<file path="src/rtl/i2c_gated_regif_pkg.sv">
package i2c_gated_regif_pkg;
   localparam int unsigned BYTE_W = 8;
   localparam int unsigned CNT_W  = $clog2(BYTE_W + 1);

   typedef enum logic [2:0] {
      ST_IDLE,
      ST_RX,
      ST_ACK,
      ST_TX,
      ST_MACK
   } seq_t;

   typedef enum logic [1:0] {
      BY_DEV,
      BY_WORD,
      BY_DATA
   } byte_t;
endpackage

</file>
<file path="src/rtl/i2c_busmon.sv">
module i2c_busmon #(
   parameter int unsigned SYNC_STAGES = 2
) (
   input  logic clk,
   input  logic rst_n,
   input  logic scl_i,
   input  logic sda_i,
   output logic scl_lvl,
   output logic sda_lvl,
   output logic scl_rise,
   output logic scl_fall,
   output logic cond_start,
   output logic cond_stop
);
   localparam int unsigned LINES = 2;

   initial begin : p_param_chk
      assert (SYNC_STAGES >= 2) else $error("i2c_busmon: SYNC_STAGES must be at least 2");
   end

   logic [LINES-1:0] raw;
   logic [LINES-1:0] lvl;
   logic [LINES-1:0] lvl_q;

   assign raw = {scl_i, sda_i};

   for (genvar g = 0; g < LINES; g++) begin : g_line
      logic [SYNC_STAGES-1:0] chain;
      always_ff @(posedge clk or negedge rst_n) begin
         if (!rst_n) chain <= '1;
         else        chain <= {chain[SYNC_STAGES-2:0], raw[g]};
      end
      assign lvl[g] = chain[SYNC_STAGES-1];
   end

   always_ff @(posedge clk or negedge rst_n) begin
      if (!rst_n) lvl_q <= '1;
      else        lvl_q <= lvl;
   end

   assign scl_lvl    = lvl[1];
   assign sda_lvl    = lvl[0];
   assign scl_rise   =  lvl[1] & ~lvl_q[1];
   assign scl_fall   = ~lvl[1] &  lvl_q[1];
   assign cond_start =  lvl[1] &  lvl_q[1] &  lvl_q[0] & ~lvl[0];
   assign cond_stop  =  lvl[1] &  lvl_q[1] & ~lvl_q[0] &  lvl[0];

   AST_COND_NEEDS_SCL_HIGH: assert property (@(posedge clk) disable iff (!rst_n)
      (cond_start || cond_stop) |-> $past(scl_lvl)) else $error("condition seen with SCL low");
endmodule

</file>
<file path="src/rtl/i2c_regbank.sv">
module i2c_regbank #(
   parameter logic [7:0] STAT_ADDR = 8'h00,
   parameter logic [7:0] SHDN_ADDR = 8'hFF,
   parameter int unsigned WEL_BIT  = 1
) (
   input  logic       clk,
   input  logic       rst_n,
   input  logic       wr_en,
   input  logic [7:0] wr_addr,
   input  logic [7:0] wr_data,
   input  logic [7:0] rd_addr,
   output logic [7:0] rd_data,
   output logic [7:0] stat_q,
   output logic [7:0] shdn_q
);
   initial begin : p_param_chk
      assert (STAT_ADDR != SHDN_ADDR) else $error("i2c_regbank: register addresses collide");
      assert (WEL_BIT < 8) else $error("i2c_regbank: WEL_BIT out of range");
   end

   logic hit_stat;
   logic hit_shdn;
   logic shdn_open;

   assign hit_stat  = (wr_addr == STAT_ADDR);
   assign hit_shdn  = (wr_addr == SHDN_ADDR);
   assign shdn_open = stat_q[WEL_BIT];

   always_ff @(posedge clk or negedge rst_n) begin
      if (!rst_n) begin
         stat_q <= '0;
         shdn_q <= '0;
      end else if (wr_en) begin
         if (hit_stat)                    stat_q <= wr_data;
         else if (hit_shdn && shdn_open)  shdn_q <= wr_data;
      end
   end

   always_comb begin
      if (rd_addr == STAT_ADDR)      rd_data = stat_q;
      else if (rd_addr == SHDN_ADDR) rd_data = shdn_q;
      else                           rd_data = '0;
   end

   AST_SHDN_NEEDS_WEL: assert property (@(posedge clk) disable iff (!rst_n)
      (shdn_q != $past(shdn_q)) |-> $past(stat_q[WEL_BIT])) else $error("shutdown written while locked");
   AST_UNMAPPED_INERT: assert property (@(posedge clk) disable iff (!rst_n)
      (wr_en && !hit_stat && !hit_shdn) |=> ($stable(stat_q) && $stable(shdn_q))) else $error("unmapped write changed state");
endmodule

</file>
<file path="src/rtl/i2c_gated_regif.sv">
module i2c_gated_regif #(
   parameter logic [3:0]  DEV_TYPE    = 4'b1010,
   parameter logic [7:0]  STAT_ADDR   = 8'h00,
   parameter logic [7:0]  SHDN_ADDR   = 8'hFF,
   parameter int unsigned WEL_BIT     = 1,
   parameter int unsigned SYNC_STAGES = 2
) (
   input  logic       clk,
   input  logic       rst_n,
   input  logic       scl_i,
   input  logic       sda_i,
   output logic       sda_oe,
   input  logic [2:0] strap_sel,
   output logic [7:0] stat_q,
   output logic [7:0] shdn_q
);
   import i2c_gated_regif_pkg::*;

   localparam logic [CNT_W-1:0] CNT_FULL = CNT_W'(BYTE_W);

   initial begin : p_param_chk
      assert (BYTE_W == 8) else $error("i2c_gated_regif: byte width must be 8");
   end

   logic scl_lvl, sda_lvl, scl_rise, scl_fall, cond_start, cond_stop;

   i2c_busmon #(.SYNC_STAGES(SYNC_STAGES)) u_mon (
      .clk        (clk),
      .rst_n      (rst_n),
      .scl_i      (scl_i),
      .sda_i      (sda_i),
      .scl_lvl    (scl_lvl),
      .sda_lvl    (sda_lvl),
      .scl_rise   (scl_rise),
      .scl_fall   (scl_fall),
      .cond_start (cond_start),
      .cond_stop  (cond_stop)
   );

   seq_t             state;
   byte_t            kind;
   logic [CNT_W-1:0] cnt;
   logic [7:0]       sh;
   logic [7:0]       ptr;
   logic [7:0]       tx;
   logic             rw;
   logic             mack;
   logic             oe;
   logic [7:0]       rd_data;
   logic             wr_en;
   logic             dev_hit;
   logic             byte_done;

   assign dev_hit   = (sh[7:4] == DEV_TYPE) && (sh[3:1] == strap_sel);
   assign byte_done = (state == ST_RX) && scl_fall && (cnt == CNT_FULL);
   assign wr_en     = byte_done && (kind == BY_DATA);
   assign sda_oe    = oe;

   i2c_regbank #(
      .STAT_ADDR (STAT_ADDR),
      .SHDN_ADDR (SHDN_ADDR),
      .WEL_BIT   (WEL_BIT)
   ) u_regs (
      .clk     (clk),
      .rst_n   (rst_n),
      .wr_en   (wr_en),
      .wr_addr (ptr),
      .wr_data (sh),
      .rd_addr (ptr),
      .rd_data (rd_data),
      .stat_q  (stat_q),
      .shdn_q  (shdn_q)
   );

   always_ff @(posedge clk or negedge rst_n) begin
      if (!rst_n) begin
         state <= ST_IDLE;
         kind  <= BY_DEV;
         cnt   <= '0;
         sh    <= '0;
         ptr   <= '0;
         tx    <= '0;
         rw    <= 1'b0;
         mack  <= 1'b0;
         oe    <= 1'b0;
      end else if (cond_start) begin
         state <= ST_RX;
         kind  <= BY_DEV;
         cnt   <= '0;
         oe    <= 1'b0;
      end else if (cond_stop) begin
         state <= ST_IDLE;
         cnt   <= '0;
         oe    <= 1'b0;
      end else begin
         unique case (state)
            ST_IDLE: ;
            ST_RX: begin
               if (scl_rise && (cnt < CNT_FULL)) begin
                  sh  <= {sh[6:0], sda_lvl};
                  cnt <= cnt + 1'b1;
               end else if (byte_done) begin
                  cnt <= '0;
                  unique case (kind)
                     BY_DEV: begin
                        if (dev_hit) begin
                           rw    <= sh[0];
                           oe    <= 1'b1;
                           state <= ST_ACK;
                        end else begin
                           state <= ST_IDLE;
                        end
                     end
                     BY_WORD: begin
                        ptr   <= sh;
                        oe    <= 1'b1;
                        state <= ST_ACK;
                     end
                     default: begin
                        oe    <= 1'b1;
                        state <= ST_ACK;
                     end
                  endcase
               end
            end
            ST_ACK: begin
               if (scl_fall) begin
                  oe  <= 1'b0;
                  cnt <= '0;
                  unique case (kind)
                     BY_DEV: begin
                        if (rw) begin
                           tx    <= rd_data;
                           oe    <= ~rd_data[7];
                           state <= ST_TX;
                        end else begin
                           kind  <= BY_WORD;
                           state <= ST_RX;
                        end
                     end
                     BY_WORD: begin
                        kind  <= BY_DATA;
                        state <= ST_RX;
                     end
                     default: state <= ST_IDLE;
                  endcase
               end
            end
            ST_TX: begin
               if (scl_rise) begin
                  cnt <= cnt + 1'b1;
               end else if (scl_fall) begin
                  if (cnt == CNT_FULL) begin
                     oe    <= 1'b0;
                     cnt   <= '0;
                     state <= ST_MACK;
                  end else begin
                     oe <= ~tx[3'd7 - cnt[2:0]];
                  end
               end
            end
            ST_MACK: begin
               if (scl_rise) begin
                  mack <= ~sda_lvl;
               end else if (scl_fall) begin
                  if (mack) begin
                     tx    <= rd_data;
                     oe    <= ~rd_data[7];
                     state <= ST_TX;
                  end else begin
                     state <= ST_IDLE;
                  end
               end
            end
            default: state <= ST_IDLE;
         endcase
      end
   end

   AST_IDLE_QUIET: assert property (@(posedge clk) disable iff (!rst_n)
      (state == ST_IDLE) |-> !oe) else $error("SDA driven while idle");
   AST_OE_SCL_LOW: assert property (@(posedge clk) disable iff (!rst_n)
      (oe != $past(oe)) |-> !$past(scl_lvl)) else $error("SDA drive changed with SCL high");
   AST_NACK_ON_MISS: assert property (@(posedge clk) disable iff (!rst_n)
      (byte_done && (kind == BY_DEV) && !dev_hit) |=> ((state == ST_IDLE) && !oe)) else $error("address miss acknowledged");
   AST_CNT_BOUND: assert property (@(posedge clk) disable iff (!rst_n)
      cnt <= CNT_FULL) else $error("bit counter overflow");
   AST_STOP_IDLES: assert property (@(posedge clk) disable iff (!rst_n)
      $past(cond_stop) |-> (state == ST_IDLE)) else $error("stop did not idle");
   AST_START_RESTARTS: assert property (@(posedge clk) disable iff (!rst_n)
      $past(cond_start) |-> ((state == ST_RX) && (kind == BY_DEV) && (cnt == '0))) else $error("start did not restart");
endmodule

</file>
<file path="config.mk">
export PLATFORM = sky130hd
export DESIGN_NAME = i2c_gated_regif
export DESIGN_NICKNAME = d
export VERILOG_FILES = /design/src/rtl/i2c_gated_regif_pkg.sv /design/src/rtl/i2c_busmon.sv /design/src/rtl/i2c_regbank.sv /design/src/rtl/i2c_gated_regif.sv
export SDC_FILE = /design/constraint.sdc
export NUM_CORES = 1
export LEC_CHECK = 0
export BUFFER_PORTS_ARGS = -buffer_cell sky130_fd_sc_hd__buf_2
export CAP_MARGIN = 20
export CELL_PAD_IN_SITES_DETAIL_PLACEMENT = 0
export CELL_PAD_IN_SITES_GLOBAL_PLACEMENT = 1
export CORE_ASPECT_RATIO = 1.75
export CORE_MARGIN = 2
export CORE_UTILIZATION = 44
export CTS_CLUSTER_DIAMETER = 80
export CTS_CLUSTER_SIZE = 24
export DETAILED_ROUTE_END_ITERATION = 6
export PLACE_DENSITY_LB_ADDON = 0.1
export SYNTH_ARGS = -nofsm -noshare
export SYNTH_HDL_FRONTEND = slang
export SYNTH_HIERARCHICAL = 1
export SYNTH_SLANG_ARGS = --single-unit
</file>
<file path="constraint.sdc">
create_clock -name clk -period 2.6 [get_ports clk]
set_clock_uncertainty 0.1 [all_clocks]
set_input_delay 0.13 -clock clk [delete_from_list [all_inputs] [get_ports clk]]
set_output_delay 0.13 -clock clk [all_outputs]
set_load 0.05 [all_outputs]
</file>
==> results by group <==
Critical path
  • Critical path's largest stage delay: approximately 0.4 ns
  • Launching point of the worst reg2reg path: cnt[0]$_DFFE_PN0P_
  • Crit path launch type: flip-flop
  • Maximum fanout encountered on the critical timing path: 8
  • Critical path's slowest cell: sky130_fd_sc_hd__dfrtp_1
  • Kind of end point of the critical path: flip-flop
  • Worst R2R Path Depth: 8
  • Chain of cells forming the critical path: nor4b_4 > nand2_1 > nor4_1 > buf_4 > nand2_1 > nor3_4 > buf_12 > mux2_2
  • CP most frequent cell: sky130_fd_sc_hd__nand2_1
  • Required time of the critical path: approximately 2.7 ns
  • Destination of the worst register-to-register timing path: u_regs/shdn_q[4]$_DFFE_PN0P_
  • Setup Crit Path Kind: flip-flop to flip-flop
  • R2R setup slack: 0.15 ns
  • Arrival @ worst endpoint: approximately 2.6 ns

Drt
  • Wire length per cell: about 18 microns
  • Number of design rule violations left after detail routing: 0
  • Routed via count: around 2.1k
  • Number of violations reported at the end of detailed-routing iteration 0: 70
  • Router iterations before antenna repair: 4
  • Post-route ant nets: 0
  • Routed WL: 6.600 mm
  • Routed vias/inst: ~5.6

Min path
  • Path category of the worst min-delay check: input pin to async pin

Floorplan
  • Area of the die: 7181 sq um
  • Placement row count: 38
  • Core Area: ~6200 sq um
  • Initial cell density of the core: 0.4588
  • Floorplan die width: ~65 microns
  • Ports: 24
  • Height of the die: between 100 and 150 microns

STA
  • Max frequency: about 410 MHz
  • Max_slew headroom: 0.6932
  • Post-route fraction of the period consumed by the critical path: 0.9412
  • Fin. Hold Viols: 0
  • Hold slack final: between 0.2 and 0.25 ns
  • RSZ-0062 raised after global routing: no
  • Final critical-path required period: ~2.4 ns
  • Total Negative Setup Slacks: 0 ns
  • Count of final max-slew check failures: 0
  • # setup viols final: 0
  • Worst Max-Slew Pin Slew: 0.4563 ns

Synth
  • Seq cells post-synth: between 50 and 60
  • Number of enable flip-flop cells after synthesis: 0
  • Ys async rst share: 1.000
  • Total of warnings raised by yosys: 6
  • Average instance area after synthesis: approximately 12 sq um
  • Share of Yosys cell area claimed by the top area cell type: 0.4553
  • Most frequently used flop master after synthesis: sky130_fd_sc_hd__dfrtp_1
  • Leading area contributor after synthesis: sky130_fd_sc_hd__dfrtp_1
  • Number of instances in the synthesized netlist: approximately 230
  • Number of nets produced by synthesis: roughly 240
  • Synth top area cells: sky130_fd_sc_hd__dfrtp_1 46%, sky130_fd_sc_hd__mux2_2 17%, sky130_fd_sc_hd__dfstp_2 5.5%
  • Synthesized area: ~2900 sq um
  • Post-synth cell types: 51
  • Part of the Yosys area used for sequential elements: 0.5105

Finish
  • Diodes inserted: 0
  • Layout cell share with drive strength beyond 1: 0.4161
  • Synth-to-Final Area Change: 20.01%
  • Nets: slightly below 300
  • Share of the core filled with cells in the final layout: 0.5506

Clock tree
  • Clock edge transition at the registers on the reported setup and hold paths: approximately 0.060 ns
  • CTS H-Tree Depth: 3
  • Post CTS Setup Buffer Count: 0
  • Library cell used as clock root buffer: sky130_fd_sc_hd__clkbuf_8
  • Largest buffer count on any clock path: 2
  • Quantity of gates resized following cts: 0
  • Clock tree from TritonCTS: done
  • CTS sink cnt: 58
  • Worst skew pair latency: roughly 0.34 ns
  • Clock buffer count from CTS: 9

Run status
  • Outcome: completed

Place
  • # port buffers: 23
  • Placed wire-length estimate after detailed placement: just under 5 mm
  • Routability congestion estimate from global placement: 0.8921

Global route
  • Congestion Overflow GR: 0
  • Maximum number of pins on one net before global-route repair: between 50 and 60
  • Number of antenna violations at the first check in global routing: 0
  • Global-route total usage across every layer: 0.2031
  • Vias in the first global route: between 2k and 2.5k
  • Global-route wire length before repair: approximately 11 mm

Power and ir drop
  • Power density over the cells: approximately 660 nW/um^2
  • Leakage power: between 0.0015 and 0.002 uW
  • Maximum vdd drop: approximately 0.43 mV

Flow run
  • Maximum capacitance violations: 0
-- final cells by class --
cell class	count	area, sq um
Clock buffer	16	170.2
Fill cell	549	2799
Inverter	6	22.52
Multi-Input combinational cell	159	1350
Sequential cell	58	1459
Tap cell	80	100.1
Timing Repair Buffer	47	327.8
-- how the worst max path moves through the flow --
stage,start,to,slack [ns],depth (start not counted)
global route,cnt[0]$_DFFE_PN0P_,u_regs/shdn_q[3]$_DFFE_PN0P_,0.04,8
global placement,cnt[0]$_DFFE_PN0P_,u_regs/shdn_q[6]$_DFFE_PN0P_,0.16,8
CTS,cnt[0]$_DFFE_PN0P_,u_regs/shdn_q[4]$_DFFE_PN0P_,0.12,8
finish,cnt[0]$_DFFE_PN0P_,u_regs/shdn_q[4]$_DFFE_PN0P_,0.15,8
floorplan,u_mon/lvl_q[1]$_DFF_PN1_,u_regs/shdn_q[0]$_DFFE_PN0P_,0.14,7
detailed placement,cnt[0]$_DFFE_PN0P_,u_regs/shdn_q[4]$_DFFE_PN0P_,0.14,8
-- routing by layer --
metal | vias to the layer above | routed length, microns | global-route usage
met4 | 0 | 273 | 0.1220
met5 | - | 0 | 0
met2 | 49 | 3598 | 0.3464
met1 | 1026 | 2525 | 0.2186
li1 | 975 | - | -
met3 | 17 | 202 | 0.05193
-- critical path, delay by kind of cell (launching register included) --
kind	cells	cell delay, ns
muxes	1	0.33
buffers and inverters	2	0.34
and+or+nand+nor	5	1.16
DFF	1	0.40
-- cells by family after synthesis --
family          Yosys count  share of synthesized area
mux                      47                     0.1918
xor+xnor                  3                   0.009196
compound gates           41                     0.1016
flops                    58                     0.5105
buf+inv                  12                    0.01707
fa+ha+maj                 1                   0.004378
simple gates             67                     0.1655
-- synthesized netlist by cell type, types with 3 or more instances --
| master | n |
|---|---|
| sky130_fd_sc_hd__dfstp_2 | 6 |
| sky130_fd_sc_hd__mux2i_1 | 3 |
| sky130_fd_sc_hd__nor3_1 | 7 |
| sky130_fd_sc_hd__a22o_1 | 8 |
| sky130_fd_sc_hd__a21oi_1 | 7 |
| sky130_fd_sc_hd__xnor2_1 | 3 |
| sky130_fd_sc_hd__o21ai_0 | 10 |
| sky130_fd_sc_hd__inv_1 | 6 |
| sky130_fd_sc_hd__clkbuf_1 | 3 |
| sky130_fd_sc_hd__nor2_1 | 7 |
| sky130_fd_sc_hd__nand2b_1 | 5 |
| sky130_fd_sc_hd__dfrtp_1 | 52 |
| sky130_fd_sc_hd__nand3_1 | 7 |
| sky130_fd_sc_hd__o211ai_1 | 3 |
| sky130_fd_sc_hd__and4b_1 | 3 |
| sky130_fd_sc_hd__nor2b_1 | 3 |
| sky130_fd_sc_hd__nand2_1 | 7 |
| sky130_fd_sc_hd__nand4_1 | 5 |
| sky130_fd_sc_hd__mux2_2 | 42 |
| sky130_fd_sc_hd__buf_2 | 3 |
-- stage by stage --
| step | area, sq um | setup WS, ns | total power [uW] | cells |
|---|---|---|---|---|
| after CTS | 3430 | 0.1195 | 2275 | 366 |
| after detailed placement | 3229 | 0.1432 | 1533 | 347 |
| after global routing | 3430 | 0.04089 | 2375 | 366 |
| final | 3430 | 0.1528 | 2247 | 366 |
| after global placement | 3229 | 0.1603 | 1533 | 347 |
| after floorplan | 2858 | 0.1369 | 1365 | 229 |
-- sequential cells by signal, summed over array words and instances, names as in the netlist --
name,count
cnt,4
kind,2
mack,1
ptr,8
rw,1
sda_oe,1
sh,8
state,3
tx,8
u_mon/g_line.chain,4
u_mon/lvl_q,2
u_regs/shdn_q,8
u_regs/stat_q,8
-- power by group --
part / internal (uW) / switching (uW)
combinational: 200 / 254
clock: 400 / 330
sequential: 971 / 91.5
total: 1570 / 675
-- layout by cell type (no fill, tap or decap), drive strengths merged, types with 5 or more instances in the layout --
cell type | netlist | final
nand2 | 7 | 7
mux2 | 42 | 42
inv | 6 | 6
o21ai | 10 | 10
nor3 | 8 | 8
a21oi | 7 | 7
nand3 | 8 | 8
a22o | 8 | 8
buf | 3 | 44
dfrtp | 52 | 52
nand4 | 5 | 5
nand2b | 5 | 5
dfstp | 6 | 6
nor2 | 9 | 9
clkbuf | 3 | 16
-- what timing repair did --
| item | 4_1_cts | 5_1_grt |
|---|---|---|
| endpoints found under the setup margin | 0 | 0 |
| hold buffers | 3 | 0 |
| hold endpoints to repair | 60 | 0 |
Note: power is estimated with default switching activity, not from simulation.
